`src/rtl/acc_cpu_pkg.sv`:
```
`timescale 1ns/1ps
package acc_cpu_pkg;

    typedef enum logic [2:0] {
        ST_FETCH_ADDR,
        ST_FETCH_DATA,
        ST_DEFER_ADDR,
        ST_DEFER_DATA,
        ST_EXEC_ADDR,
        ST_EXEC_DATA
    } seq_state_t;

    typedef enum logic [2:0] {
        OP_AND  = 3'd0,
        OP_TAD  = 3'd1,
        OP_ISZ  = 3'd2,
        OP_DCA  = 3'd3,
        OP_JMS  = 3'd4,
        OP_JMP  = 3'd5,
        OP_RSV6 = 3'd6,
        OP_RSV7 = 3'd7
    } opcode_t;

    localparam logic [1:0] MAJ_FETCH = 2'd0;
    localparam logic [1:0] MAJ_DEFER = 2'd1;
    localparam logic [1:0] MAJ_EXEC  = 2'd2;

endpackage

```
`src/rtl/acc_cpu_seq.sv`:
```
`timescale 1ns/1ps
module acc_cpu_seq
    import acc_cpu_pkg::*;
(
    input  logic       clk,
    input  logic       rst,
    input  logic       go,
    input  opcode_t    op,
    input  logic       ind,
    output seq_state_t state
);

    seq_state_t state_nx;

    always_ff @(posedge clk) begin
        if (rst) state <= ST_FETCH_ADDR;
        else     state <= state_nx;
    end

    always_comb begin
        state_nx = state;
        unique case (state)
            ST_FETCH_ADDR: state_nx = go ? ST_FETCH_DATA : ST_FETCH_ADDR;
            ST_FETCH_DATA: begin
                if (op == OP_RSV6 || op == OP_RSV7) state_nx = ST_FETCH_ADDR;
                else if (ind)                       state_nx = ST_DEFER_ADDR;
                else if (op == OP_JMP)              state_nx = ST_FETCH_ADDR;
                else                                state_nx = ST_EXEC_ADDR;
            end
            ST_DEFER_ADDR: state_nx = ST_DEFER_DATA;
            ST_DEFER_DATA: state_nx = (op == OP_JMP) ? ST_FETCH_ADDR : ST_EXEC_ADDR;
            ST_EXEC_ADDR:  state_nx = (op == OP_DCA || op == OP_JMS) ? ST_FETCH_ADDR : ST_EXEC_DATA;
            ST_EXEC_DATA:  state_nx = ST_FETCH_ADDR;
            default:       state_nx = ST_FETCH_ADDR;
        endcase
    end

endmodule

```
`src/rtl/acc_cpu_ea.sv`:
```
`timescale 1ns/1ps
module acc_cpu_ea #(
    parameter int WORD_W     = 12,
    parameter int OFS_W      = 7,
    parameter int AUTO_BASE  = 8,
    parameter int AUTO_COUNT = 8
) (
    input  logic [OFS_W:0]        sel_ofs,   // page-select bit above the offset
    input  logic [WORD_W-1:OFS_W] ipage,     // page bits of the instruction's address
    input  logic [WORD_W-1:0]     ptr_addr,
    output logic [WORD_W-1:0]     ea,
    output logic                  ptr_auto
);

    localparam int PAGE_W = WORD_W - OFS_W;
    localparam logic [WORD_W-1:0] AUTO_LO = WORD_W'(AUTO_BASE);
    localparam logic [WORD_W-1:0] AUTO_HI = WORD_W'(AUTO_BASE + AUTO_COUNT - 1);

    always_comb begin
        if (sel_ofs[OFS_W]) ea = {ipage, sel_ofs[OFS_W-1:0]};
        else                ea = {{PAGE_W{1'b0}}, sel_ofs[OFS_W-1:0]};
    end

    assign ptr_auto = (ptr_addr >= AUTO_LO) && (ptr_addr <= AUTO_HI);

endmodule

```
`src/rtl/acc_cpu_alu.sv`:
```
`timescale 1ns/1ps
module acc_cpu_alu
    import acc_cpu_pkg::*;
#(
    parameter int WORD_W = 12
) (
    input  opcode_t           op,
    input  logic [WORD_W-1:0] ac,
    input  logic              link,
    input  logic [WORD_W-1:0] mdata,
    output logic [WORD_W-1:0] ac_res,
    output logic              link_res,
    output logic [WORD_W-1:0] inc_res,
    output logic              inc_zero
);

    localparam logic [WORD_W-1:0] ONE = WORD_W'(1);

    logic [WORD_W:0] sum;

    assign sum      = {1'b0, ac} + {1'b0, mdata};
    assign inc_res  = mdata + ONE;
    assign inc_zero = (inc_res == '0);

    always_comb begin
        ac_res   = ac;
        link_res = link;
        unique case (op)
            OP_AND: ac_res = ac & mdata;
            OP_TAD: begin
                ac_res   = sum[WORD_W-1:0];
                link_res = link ^ sum[WORD_W];
            end
            default: ;
        endcase
    end

endmodule

```
`src/rtl/acc_cpu_core.sv`:
```
`timescale 1ns/1ps
module acc_cpu_core
    import acc_cpu_pkg::*;
#(
    parameter int WORD_W     = 12,
    parameter int OFS_W      = 7,
    parameter int AUTO_BASE  = 8,
    parameter int AUTO_COUNT = 8,
    parameter int RESET_PC   = 128
) (
    input  logic              clk,
    input  logic              rst,
    input  logic              run_en,
    input  logic              step_req,
    input  logic [WORD_W-1:0] mem_rdata,
    output logic [WORD_W-1:0] mem_addr,
    output logic              mem_wr,
    output logic [WORD_W-1:0] mem_wdata,
    output logic [1:0]        cpu_state,
    output logic [WORD_W-1:0] dbg_pc,
    output logic [WORD_W-1:0] dbg_ac,
    output logic              dbg_link,
    output logic [WORD_W-1:0] dbg_ma,
    output logic [WORD_W-1:0] dbg_ir,
    output logic              halted
);

    localparam int OPC_MSB = WORD_W - 1;
    localparam int OPC_LSB = WORD_W - 3;
    localparam int IND_BIT = OFS_W + 1;
    localparam logic [WORD_W-1:0] ONE = WORD_W'(1);

    logic [WORD_W-1:0] pc, ac, ma, ir;
    logic              lnk;
    logic              step_q, step_pend;
    seq_state_t        st;
    opcode_t           op_now;
    logic              ind_now;
    logic              go, launch;
    logic [WORD_W-1:0] ea, ptr_val;
    logic              ptr_auto;
    logic [WORD_W-1:0] ac_res, inc_res;
    logic              link_res, inc_zero;

    // During FETCH_DATA the instruction is still on the read bus.
    assign op_now  = (st == ST_FETCH_DATA) ? opcode_t'(mem_rdata[OPC_MSB:OPC_LSB])
                                           : opcode_t'(ir[OPC_MSB:OPC_LSB]);
    assign ind_now = (st == ST_FETCH_DATA) ? mem_rdata[IND_BIT] : ir[IND_BIT];
    assign go      = run_en | step_pend;
    assign launch  = (st == ST_FETCH_ADDR) && go;
    assign ptr_val = ptr_auto ? inc_res : mem_rdata;

    acc_cpu_seq u_seq (
        .clk   (clk),
        .rst   (rst),
        .go    (go),
        .op    (op_now),
        .ind   (ind_now),
        .state (st)
    );

    acc_cpu_ea #(
        .WORD_W     (WORD_W),
        .OFS_W      (OFS_W),
        .AUTO_BASE  (AUTO_BASE),
        .AUTO_COUNT (AUTO_COUNT)
    ) u_ea (
        .sel_ofs  (mem_rdata[OFS_W:0]),
        .ipage    (pc[WORD_W-1:OFS_W]),
        .ptr_addr (ma),
        .ea       (ea),
        .ptr_auto (ptr_auto)
    );

    acc_cpu_alu #(.WORD_W(WORD_W)) u_alu (
        .op       (op_now),
        .ac       (ac),
        .link     (lnk),
        .mdata    (mem_rdata),
        .ac_res   (ac_res),
        .link_res (link_res),
        .inc_res  (inc_res),
        .inc_zero (inc_zero)
    );

    // Register file and step request.
    always_ff @(posedge clk) begin
        if (rst) begin
            pc        <= WORD_W'(RESET_PC);
            ac        <= '0;
            lnk       <= 1'b0;
            ma        <= '0;
            ir        <= '0;
            step_q    <= 1'b0;
            step_pend <= 1'b0;
        end else begin
            step_q    <= step_req;
            step_pend <= (step_pend & ~launch) | (step_req & ~step_q);
            unique case (st)
                ST_FETCH_DATA: begin
                    ir <= mem_rdata;
                    ma <= ea;
                    if (op_now == OP_JMP && !ind_now) pc <= ea;
                    else                              pc <= pc + ONE;
                end
                ST_DEFER_DATA: begin
                    ma <= ptr_val;
                    if (op_now == OP_JMP) pc <= ptr_val;
                end
                ST_EXEC_ADDR: begin
                    if (op_now == OP_DCA)      ac <= '0;
                    else if (op_now == OP_JMS) pc <= ma + ONE;
                end
                ST_EXEC_DATA: begin
                    if (op_now == OP_ISZ) begin
                        if (inc_zero) pc <= pc + ONE;
                    end else begin
                        ac  <= ac_res;
                        lnk <= link_res;
                    end
                end
                default: ;
            endcase
        end
    end

    // Memory strobes and display outputs.
    always_comb begin
        mem_addr  = ma;
        mem_wr    = 1'b0;
        mem_wdata = ac;
        cpu_state = MAJ_FETCH;
        unique case (st)
            ST_FETCH_ADDR, ST_FETCH_DATA: begin
                mem_addr  = pc;
                cpu_state = MAJ_FETCH;
            end
            ST_DEFER_ADDR: cpu_state = MAJ_DEFER;
            ST_DEFER_DATA: begin
                cpu_state = MAJ_DEFER;
                mem_wr    = ptr_auto;
                mem_wdata = inc_res;
            end
            ST_EXEC_ADDR: begin
                cpu_state = MAJ_EXEC;
                mem_wr    = (op_now == OP_DCA) || (op_now == OP_JMS);
                mem_wdata = (op_now == OP_JMS) ? pc : ac;
            end
            ST_EXEC_DATA: begin
                cpu_state = MAJ_EXEC;
                mem_wr    = (op_now == OP_ISZ);
                mem_wdata = inc_res;
            end
            default: ;
        endcase
    end

    assign dbg_pc   = pc;
    assign dbg_ac   = ac;
    assign dbg_link = lnk;
    assign dbg_ma   = ma;
    assign dbg_ir   = ir;
    assign halted   = (st == ST_FETCH_ADDR) && !go;

endmodule

```
`config.mk`:
```
export PLATFORM = sky130hd
export DESIGN_NAME = acc_cpu_core
export DESIGN_NICKNAME = d
export VERILOG_FILES = /design/src/rtl/acc_cpu_pkg.sv /design/src/rtl/acc_cpu_seq.sv /design/src/rtl/acc_cpu_ea.sv /design/src/rtl/acc_cpu_alu.sv /design/src/rtl/acc_cpu_core.sv
export SDC_FILE = /design/constraint.sdc
export NUM_CORES = 1
export LEC_CHECK = 0
export BUFFER_PORTS_ARGS = -buffer_cell sky130_fd_sc_hd__buf_2
export CAP_MARGIN = 5
export CORE_MARGIN = 3
export CORE_UTILIZATION = 48
export CTS_CLUSTER_DIAMETER = 200
export DETAILED_ROUTE_END_ITERATION = 10
export GPL_ROUTABILITY_DRIVEN = 0
export MAX_ROUTING_LAYER = met4
export PLACE_DENSITY = 0.78
export SYNTH_ARGS = -nofsm -noshare
export SYNTH_HDL_FRONTEND = slang
export SYNTH_HIERARCHICAL = 1
export SYNTH_SLANG_ARGS = --single-unit
```
`constraint.sdc`:
```
create_clock -name clk -period 8 [get_ports clk]
set_input_delay 0.8 -clock clk [delete_from_list [all_inputs] [get_ports clk]]
set_output_delay 0.8 -clock clk [all_outputs]
set_load 0.02 [all_outputs]
```
# Word-level counts from Yosys, hierarchy flattened
# Cells that the tools add are included.
op_classes:
  addsub: 4
  magnitude_cmp: 2
  eq_ne: 20
  muxes: 27
  n_bitwise: 9
  reduce_logical: 21
op_table:
  columns: ["cell", "count"]
  rows:
  - ["$mux 12", 12]
  - ["$pmux 12 s2", 4]
  - ["$pmux 12 s4", 1]
  - ["$add 12x1->12 const B", 3]
  - ["$eq 3x3->1 const B", 6]
  - ["$mux 3", 5]
  - ["$pmux 3 s5", 1]
  - ["$ne 2x2->1 const B", 7]
  - ["$add 12x12->13", 1]
  - ["$and 12x12->12", 1]
  - ["$eq 3x2->1 const B", 4]
  - ["$ge 12x4->1 const B", 1]
  - ["$le 12x4->1 const B", 1]
  - ["$logic_not 12->1", 1]
  - ["$reduce_or 2->1", 4]
  - ["$eq 3x1->1 const B", 2]
  - ["$logic_not 3->1", 2]
  - ["$reduce_and 6->1", 1]
  - ["$logic_and 1x1->1", 4]
  - ["$pmux 2 s2", 1]
  - ["$reduce_and 4->1", 1]
  - ["$reduce_bool 2->1", 2]
  - ["$reduce_bool 4->1", 1]
  - ["$ne 3x1->1 const B", 1]
  - ["other kinds (9)", 16]
word_totals:
  reg_bits: 54
  input_bits: 16

# Depth between registers and ports, before layout
# Gate-level depths: netlist of the first run.
logic_depth:
  depth_word: 7
  ltp_mapped: 13
  ltp_nobuf: 11

# Modules after synthesis
# The synthesis of the first run kept the hierarchy.
by_module_without_submodules:
  columns: ["module", "instances", "cells_each", "area_per_inst_um2"]
  rows:
  - ["acc_cpu_core", 1, 436, 3492.1]
  - ["acc_cpu_alu", 1, 153, 1069.8]
  - ["acc_cpu_seq", 1, 23, 173.9]
  - ["acc_cpu_ea", 1, 15, 112.6]

# Worst setup path after synthesis of the first run
# OpenSTA, ideal clock, no wires.
synth_path:
  kind: "in2reg"
  from: "input port mem_rdata[4]"
  to: "register pc[7] (netlist: dbg_pc[7])"
  setup_ns: 0.122
  t_arrival_ns: 2.800
  path_slack_ns: 5.078
  stages: 12
  path_buffers: 2
  cell_sequence: "and3_1 > and3_4 > and3_4 > or3_1 > a2111oi_2 > nor2b_1 > a21oi_1 > o21a_1 > buf_6 > buf_8 > o21ai_1 > o32a_1"
synth_via:
  elab_chain_len: 4
  word_cells_on_any_way: 7
  classes_between: "1 x add/sub; 1 x eq/ne; 3 x mux; 2 x reduce/logical"
synth_lines:
  columns: ["item", "line_no", "text"]
  rows:
  - ["start, declared", "acc_cpu_core.sv:15", "input logic [WORD_W-1:0] mem_rdata,"]
  - ["$add 12x1->12", "acc_cpu_alu.sv:22", "assign inc_res = mdata + ONE;"]
  - ["$logic_not 12->1", "acc_cpu_alu.sv:23", "assign inc_zero = (inc_res == '0);"]
  - ["net inc_zero", "acc_cpu_core.sv:43", "logic link_res, inc_zero;"]
  - ["$ne 2x2->1 (no source line)", null, null]
  - ["$reduce_and 6->1 (no source line)", null, null]
  - ["end signal, assigned", "acc_cpu_core.sv:89", "pc <= WORD_W'(RESET_PC);"]
  - ["end signal, assigned", "acc_cpu_core.sv:104", "else pc <= pc + ONE;"]
  - ["end signal, assigned", "acc_cpu_core.sv:108", "if (op_now == OP_JMP) pc <= ptr_val;"]
  - ["end, declared", "acc_cpu_core.sv:33", "logic [WORD_W-1:0] pc, ac, ma, ir;"]
# The timed path passes the listed nets, and every way through them passes these cells. The select of a mux whose other input is x is not followed.
# A chain may end at the register's enable or synchronous reset.

# Final worst setup path of the first run
layout_path:
  from: "register u_seq.state[2]"
  to: "output port mem_wdata[7]"
layout_via:
  elab_chain_len: 5
  word_cells_on_any_way: 9
  classes_between: "5 x eq/ne; 3 x mux; 1 x reduce/logical"
layout_lines:
  columns: ["item", "line_no", "text"]
  rows:
  - ["start, declared", "acc_cpu_seq.sv:10", "output seq_state_t state"]
  - ["start signal, assigned", "acc_cpu_seq.sv:17", "else state <= state_nx;"]
  - ["$eq 3x1->1", "acc_cpu_core.sv:46", "assign op_now = (st == ST_FETCH_DATA) ? opcode_t'(mem_rdata[OPC_MSB:OPC_LSB])"]
  - ["$mux 3", "acc_cpu_core.sv:46", null]
  - ["$eq 3x3->1", "acc_cpu_core.sv:147", "mem_wdata = (op_now == OP_JMS) ? pc : ac;"]
  - ["$mux 12", "acc_cpu_core.sv:147", null]
  - ["$pmux 12 s2 (*)", "acc_cpu_core.sv:133", "unique case (st)"]
  - ["end, declared", "acc_cpu_core.sv:18", "output logic [WORD_W-1:0] mem_wdata,"]
# Every way passes the cells marked *; elsewhere a longest branch is shown, timed or not.

==> flow_metrics.env, run 1 <==
export IMPL_drc=0
export IMPL_leakagePower_nw=2.33
export IMPL_ys_ff_latch=54
export IMPL_antenna_left=0
export IMPL_vias=5308
export IMPL_numCtsBuffers=5
export IMPL_tightest_slew_ns=1.19
export IMPL_pin_count=93
export IMPL_cpPeakStageDelay_ns=0.82
export IMPL_setup_violations=0
export IMPL_ys_flop_type="dfxtp_1"
export IMPL_pwr_share_seq_pct=31.9
export IMPL_switching_share_pct=50.4
export IMPL_post_drt_wl_per_cell_um=19.1
export IMPL_antenna_found_initial=0
export IMPL_die_area_mm2=0.0113
export IMPL_final_cells=818
export IMPL_finalHoldViolations=0
export IMPL_clk_root_buffer_cell="clkbuf_8"
export IMPL_hp_class="reg -> reg"
export IMPL_clock_sinks=54
export IMPL_drt_first_iter_violations=599
export IMPL_outcome="finished, final reports clean"
export IMPL_ff2ff_setup_slack_ns=4.00
export IMPL_clkSlewWorstSetupHoldPaths_ns=0.10
export IMPL_cp_required_ns=7.20
export IMPL_routed_wl_mm=15.7
export IMPL_min_period_ns=4.38
export IMPL_overflow=0
export IMPL_final_setup_tns_ns=0
export IMPL_ys_top_cells_by_area="dfxtp_1, a21oi_1, nand2_1"
export IMPL_worstPathCellList="nand2b_1 > inv_1 > nand2_1 > o21ai_1 > a222oi_1 > inv_1 > buf_2"
export IMPL_cts_resized=0
export IMPL_ys_warn_count=6
export IMPL_grt_pass1_wl_mm=25.3
export IMPL_area_delta_synth_final_pct=10.6
export IMPL_crit_family="compound AO/OA/AOI/OAI gates"
export IMPL_powerDensity_mw_per_mm2=249
export IMPL_die_h_um=107
export IMPL_synthTopCellsByCount="nand2_1, a21oi_1, dfxtp_1"
export IMPL_power_frac_clock_pct=13.6
export IMPL_min_from="dbg_ir[3]"
export IMPL_fin_nets=716
export IMPL_cp_arrival_ns=3.58
export IMPL_avgSynthCellArea_um2=7.73
export IMPL_endpoint_kind="output port"
export IMPL_drv_cap=0
export IMPL_filler_cell_count=959
export IMPL_synth_distinct_cells=79
export IMPL_via_per_inst=6.49
export IMPL_core_mm2=0.00982
export IMPL_critPathBufInv=3
export IMPL_r2r_start="u_seq/state[2]"
export IMPL_post_cts_repair_setup_buffers=0
export IMPL_reg2regPathDepth=10
export IMPL_holdPathStages=2
export IMPL_p_int_w=0.000662
export IMPL_relSlewSlack_pct=20.8
export IMPL_grt_use_total_pct=28.0
export IMPL_grt_pass1_vias=4946
export IMPL_reg2reg_to="dbg_ac[10]"
export IMPL_synthArstFlopShare_pct=0
export IMPL_fp_row_count=36
export IMPL_ctsHoldBuffers=0
export IMPL_comb_power_share_pct=54.5
export IMPL_start_kind="flop"
export IMPL_syn_num_nets=659
export IMPL_crit_slowest_cell="o21ai_1"
export IMPL_yosysTopAreaCell="dfxtp_1"
export IMPL_crit_fanout=21
export IMPL_crit_type="reg -> out"
export IMPL_synthDominantCellAreaShare_pct=22.3
export IMPL_syn_cell_area_mm2=0.00485
export IMPL_diodes=0
export IMPL_synthCells=627
export IMPL_initial_core_util_pct=49.4
export IMPL_dpl_hpwl_mm=11.1
export IMPL_maxSlewViolCount=0
export IMPL_drive_gt1_share_pct=22.3
export IMPL_htree_num_levels=2
export IMPL_synth_edf_count=0
export IMPL_place_inst=810
export IMPL_seq_area_frac_synth_pct=22.3
export IMPL_min_to="dbg_ir[3]"
export IMPL_clockBufferDepth=2
export IMPL_drt_pass1_iter_count=7
export IMPL_grt_max_degree=55
export IMPL_p_switching_w=0.000671
export IMPL_vdd_drop_max_v=0.000202
export IMPL_io_buffers=92
export IMPL_skew_ns=0.00856
export IMPL_die_w_um=107
export IMPL_cts_tree="built"
export IMPL_clk_latency_ns=0.32
export IMPL_period_share_pct=54.8
export IMPL_cpMostUsedCell="inv_1"
export IMPL_rsz0062_at_grt="no"
export IMPL_clock_fmax_mhz=228
export IMPL_synth_most_common_cell="nand2_1"
-- layer usage --
layer  vias up  wire, µm  global-route usage, %  part of all wire, %
met1      2470      6470                   38.4                   41
met4         0       473                   11.6                  3.0
met2       352      7140                   41.8                   46
met3        53      1580                   3.34                   10
met5         -         0                      -                    0
li1       2433         -                      -                    -
-- stage by stage --
step	power (W)	hold slack [ns]	setup WS, ns	cell area, µm²	utilization (%)
after floorplan	0.000950	0.439	5.08	4850	-
after global placement	0.00111	0.441	4.30	5250	53.5
after detailed placement	0.00114	0.447	4.10	5250	53.5
after CTS	0.00132	0.462	3.82	5360	54.6
after global routing	0.00141	0.484	3.38	5360	54.6
final	0.00133	0.459	3.62	5360	54.6
-- power groups by stage --
stage	clock network [W]	registers, W	logic, W
2_1_floorplan	0	0.000434	0.000515
3_3_place_gp	0	0.000424	0.000691
3_5_place_dp	0	0.000426	0.000710
4_1_cts	0.000183	0.000420	0.000715
5_1_grt	0.000195	0.000433	0.000784
6_report	0.000182	0.000425	0.000726
-- area by class of cell --
| type | count | area (µm²) | share of cell area [%] |
|---|---|---|---|
| multi-input combinational | 505 | 3430 | 63.9 |
| sequential | 54 | 1080 | 20.2 |
| timing repair buffer | 97 | 498 | 9.29 |
| tap | 133 | 166 | 3.10 |
| clock buffer | 8 | 110 | 2.05 |
| inverter | 21 | 78.8 | 1.47 |
-- tightest hold or removal path: stages, from the launching register on --
cell and delay [ns]:
dfxtp_1 0.32, nand2_1 0.05, a21oi_1 0.05
-- state kept, by name (all words and copies together), names as in the netlist --
register     cells
dbg_ma          12
step_pend        1
dbg_pc          12
u_seq/state      3
dbg_link         1
dbg_ac          12
dbg_ir          12
step_q           1
-- kinds of logic after synthesis --
group,Yosys count,share of synthesized area (%)
multiplexers,41,9.29
adder cells (fa/ha/maj),16,4.28
XOR/XNOR,37,6.68
flip-flops,54,22.3
AO/OA/AOI/OAI,167,23.9
buffers and inverters,68,6.99
AND/OR/NAND/NOR,244,26.5
-- how the worst max path moves through the flow --
| stage | cells after the start | end | slack, ns | startpoint |
|---|---|---|---|---|
| detailed placement | 10 | dbg_ac[10] | 4.10 | u_seq/state[2] |
| finish | 7 | mem_wdata[7] | 3.62 | u_seq/state[2] |
| CTS | 7 | mem_wdata[8] | 3.82 | u_seq/state[2] |
| floorplan | 12 | dbg_pc[7] | 5.08 | mem_rdata[4] |
| global placement | 10 | dbg_ac[10] | 4.30 | u_seq/state[2] |
| global route | 7 | mem_wdata[11] | 3.38 | u_seq/state[2] |
-- placed cells by master (no fill, tap or decap), types with 3 or more instances in the layout --
master	netlist	final
a211o_1	4	4
a211oi_1	11	11
a211oi_2	4	4
a21o_1	4	4
a21oi_1	57	57
a221oi_1	5	5
a222oi_1	13	13
a311oi_1	3	3
a31oi_1	6	6
and2_1	9	9
and3_4	3	3
and4_1	5	5
buf_2	10	92
buf_4	8	5
clkbuf_8	0	8
dfxtp_1	54	54
ha_1	15	15
inv_1	21	21
mux2_2	22	22
mux2i_1	18	18
nand2_1	68	68
nand2b_1	9	9
nand3_1	27	27
nand3b_1	6	6
nand4_1	18	18
nor2_1	51	51
nor2b_1	5	5
nor3_1	8	8
nor3b_1	9	9
nor4_1	3	3
o211ai_1	3	3
o21ai_0	24	24
o21ai_1	3	3
o21bai_1	4	4
or3_1	3	3
xnor2_1	14	14
xor2_1	23	23
No activity file was read; power rests on OpenSTA's default activity.
==> inputs of run 2 (changes only) <==
==> constraint.sdc (replaced) <==
create_clock -name clk -period 4.3 [get_ports clk]
set_input_delay 0.43 -clock clk [delete_from_list [all_inputs] [get_ports clk]]
set_output_delay 0.43 -clock clk [all_outputs]
set_load 0.02 [all_outputs]
==> flow_metrics.env, run 2 (synthesis gave the netlist of run 1 again) <==
export IMPL_pin_count=93
export IMPL_via_per_inst=6.42
export IMPL_final_cell_mix="buf_2, nand2_1, a21oi_1"
export IMPL_clock_fmax_mhz=269
export IMPL_cts_resized=0
export IMPL_numCtsBuffers=5
export IMPL_cpPeakStageDelay_ns=0.85
export IMPL_initial_core_util_pct=49.4
export IMPL_hold_slack_ns=0.334
export IMPL_setup_violations=0
export IMPL_critPathLaunch="u_seq/state[1]"
export IMPL_clock_sinks=54
export IMPL_die_h_um=107
export IMPL_grt_use_total_pct=26.7
export IMPL_maxSlewViolCount=0
export IMPL_antenna_left=0
export IMPL_clockBufferDepth=2
export IMPL_tightest_slew_ns=1.14
export IMPL_crit_fanout=21
export IMPL_area_delta_synth_final_pct=11.1
export IMPL_io_buffers=92
export IMPL_cts_tree="built"
export IMPL_crit_family="simple AND/OR/NAND/NOR gates"
export IMPL_grt_pass1_vias=4830
export IMPL_antenna_found_initial=0
export IMPL_min_period_ns=3.72
export IMPL_final_setup_tns_ns=0
export IMPL_critical_path_endpoint="mem_wdata[7]"
export IMPL_drive_gt1_share_pct=22.5
export IMPL_powerDensity_mw_per_mm2=463
export IMPL_diodes=0
export IMPL_clk_latency_ns=0.32
export IMPL_post_cts_repair_setup_buffers=0
export IMPL_outcome="finished, final reports clean"
export IMPL_period_share_pct=86.4
export IMPL_start_kind="flop"
export IMPL_clk_root_buffer_cell="clkbuf_8"
export IMPL_worstPathCellList="nand2b_1 > inv_1 > nand2_2 > nand2_1 > a222oi_1 > inv_1 > buf_2"
export IMPL_grt_pass1_wl_mm=24.1
export IMPL_rsz0062_at_grt="no"
export IMPL_drt_pass1_iter_count=6
export IMPL_reg2regPathDepth=12
export IMPL_cp_num_cells=7
export IMPL_vias=5269
export IMPL_finalHoldViolations=0
export IMPL_cpMostUsedCell="inv_1"
export IMPL_htree_num_levels=2
export IMPL_routed_wl_mm=15.3
export IMPL_cp_required_ns=3.87
export IMPL_reg2reg_to="dbg_ac[10]"
export IMPL_r2r_start="u_seq/state[2]"
export IMPL_fp_row_count=36
export IMPL_ctsHoldBuffers=0
export IMPL_post_drt_wl_per_cell_um=18.6
export IMPL_die_area_mm2=0.0113
export IMPL_skew_ns=0.0122
export IMPL_drv_cap=0
export IMPL_drc=0
export IMPL_clkSlewWorstSetupHoldPaths_ns=0.11
export IMPL_layout_setup_ws_ns=0.584
export IMPL_drt_first_iter_violations=542
export IMPL_crit_type="reg -> out"
export IMPL_fin_nets=719
export IMPL_overflow=0
export IMPL_filler_cell_count=950
export IMPL_cp_arrival_ns=3.29
export IMPL_critPathBufInv=3
export IMPL_pre_cts_ws_ns=1.02
export IMPL_die_w_um=107
export IMPL_endpoint_kind="output port"
export IMPL_core_mm2=0.00982
export IMPL_relSlewSlack_pct=23.8
export IMPL_hp_class="in -> reg"
export IMPL_min_from="step_req"
export IMPL_grt_max_degree=55
export IMPL_final_common_cell="buf_2"
export IMPL_ff2ff_setup_slack_ns=1.17
export IMPL_dpl_hpwl_mm=11.0
export IMPL_leakagePower_nw=2.34
export IMPL_vdd_drop_max_v=0.000258
export IMPL_crit_slowest_cell="dfxtp_1"
==> run 2: layer usage <==
| metal | global-route usage [%] | routed length (µm) | part of all wire, % | vias to the layer above |
|---|---|---|---|---|
| met5 | - | 0 | 0 | - |
| met4 | 11.1 | 570 | 3.7 | 0 |
| met3 | 3.28 | 1470 | 9.6 | 59 |
| met2 | 42.5 | 7000 | 46 | 312 |
| met1 | 34.5 | 6220 | 41 | 2469 |
| li1 | - | - | - | 2429 |
==> run 2: cell type report <==
cell class | count | area (µm²) | area share [%]
Timing Repair Buffer | 100 | 520 | 9.67
Inverter | 21 | 78.8 | 1.46
Clock inverter | 2 | 37.5 | 0.697
Clock buffer | 6 | 72.6 | 1.35
Sequential cell | 54 | 1080 | 20.1
Tap cell | 133 | 166 | 3.09
Multi-Input combinational cell | 505 | 3430 | 63.7
==> run 2: worst register-to-register path, stage by stage, from the launching register on <==
cell and delay [ns]:
dfxtp_1 0.51, nand2b_1 0.25, buf_4 0.22, or2_2 0.44, nand2_1 0.13, nand2_1 0.16, nor2_1 0.41, nand2_1 0.28
nor3_1 0.26, a211oi_1 0.06, nand2_1 0.07, nand4_1 0.08, a21oi_1 0.17
==> run 2: where the power goes <==
part | switching (W) | internal (W)
combinational | 0.000856 | 0.000489
clock | 0.000180 | 0.000174
sequential | 0.000203 | 0.000592
==> run 2: per-stage QoR <==
| step | utilization (%) | cell area [µm²] | power (W) | cells |
|---|---|---|---|---|
| finish | 54.8 | 5390 | 0.00250 | 821 |
| detailed placement | 53.7 | 5280 | 0.00212 | 813 |
| global placement | 53.7 | 5280 | 0.00209 | 813 |
| CTS | 54.8 | 5390 | 0.00248 | 821 |
| floorplan | - | 4850 | 0.00177 | 627 |
| global route | 54.8 | 5390 | 0.00264 | 821 |
==> run 2: worst min path at each step <==
stage	to	cells after the start
2_1_floorplan	step_pend	2
3_3_place_gp	dbg_ir[5]	2
3_5_place_dp	dbg_ir[7]	2
4_1_cts	step_q	2
5_1_grt	step_q	2
6_report	step_q	2
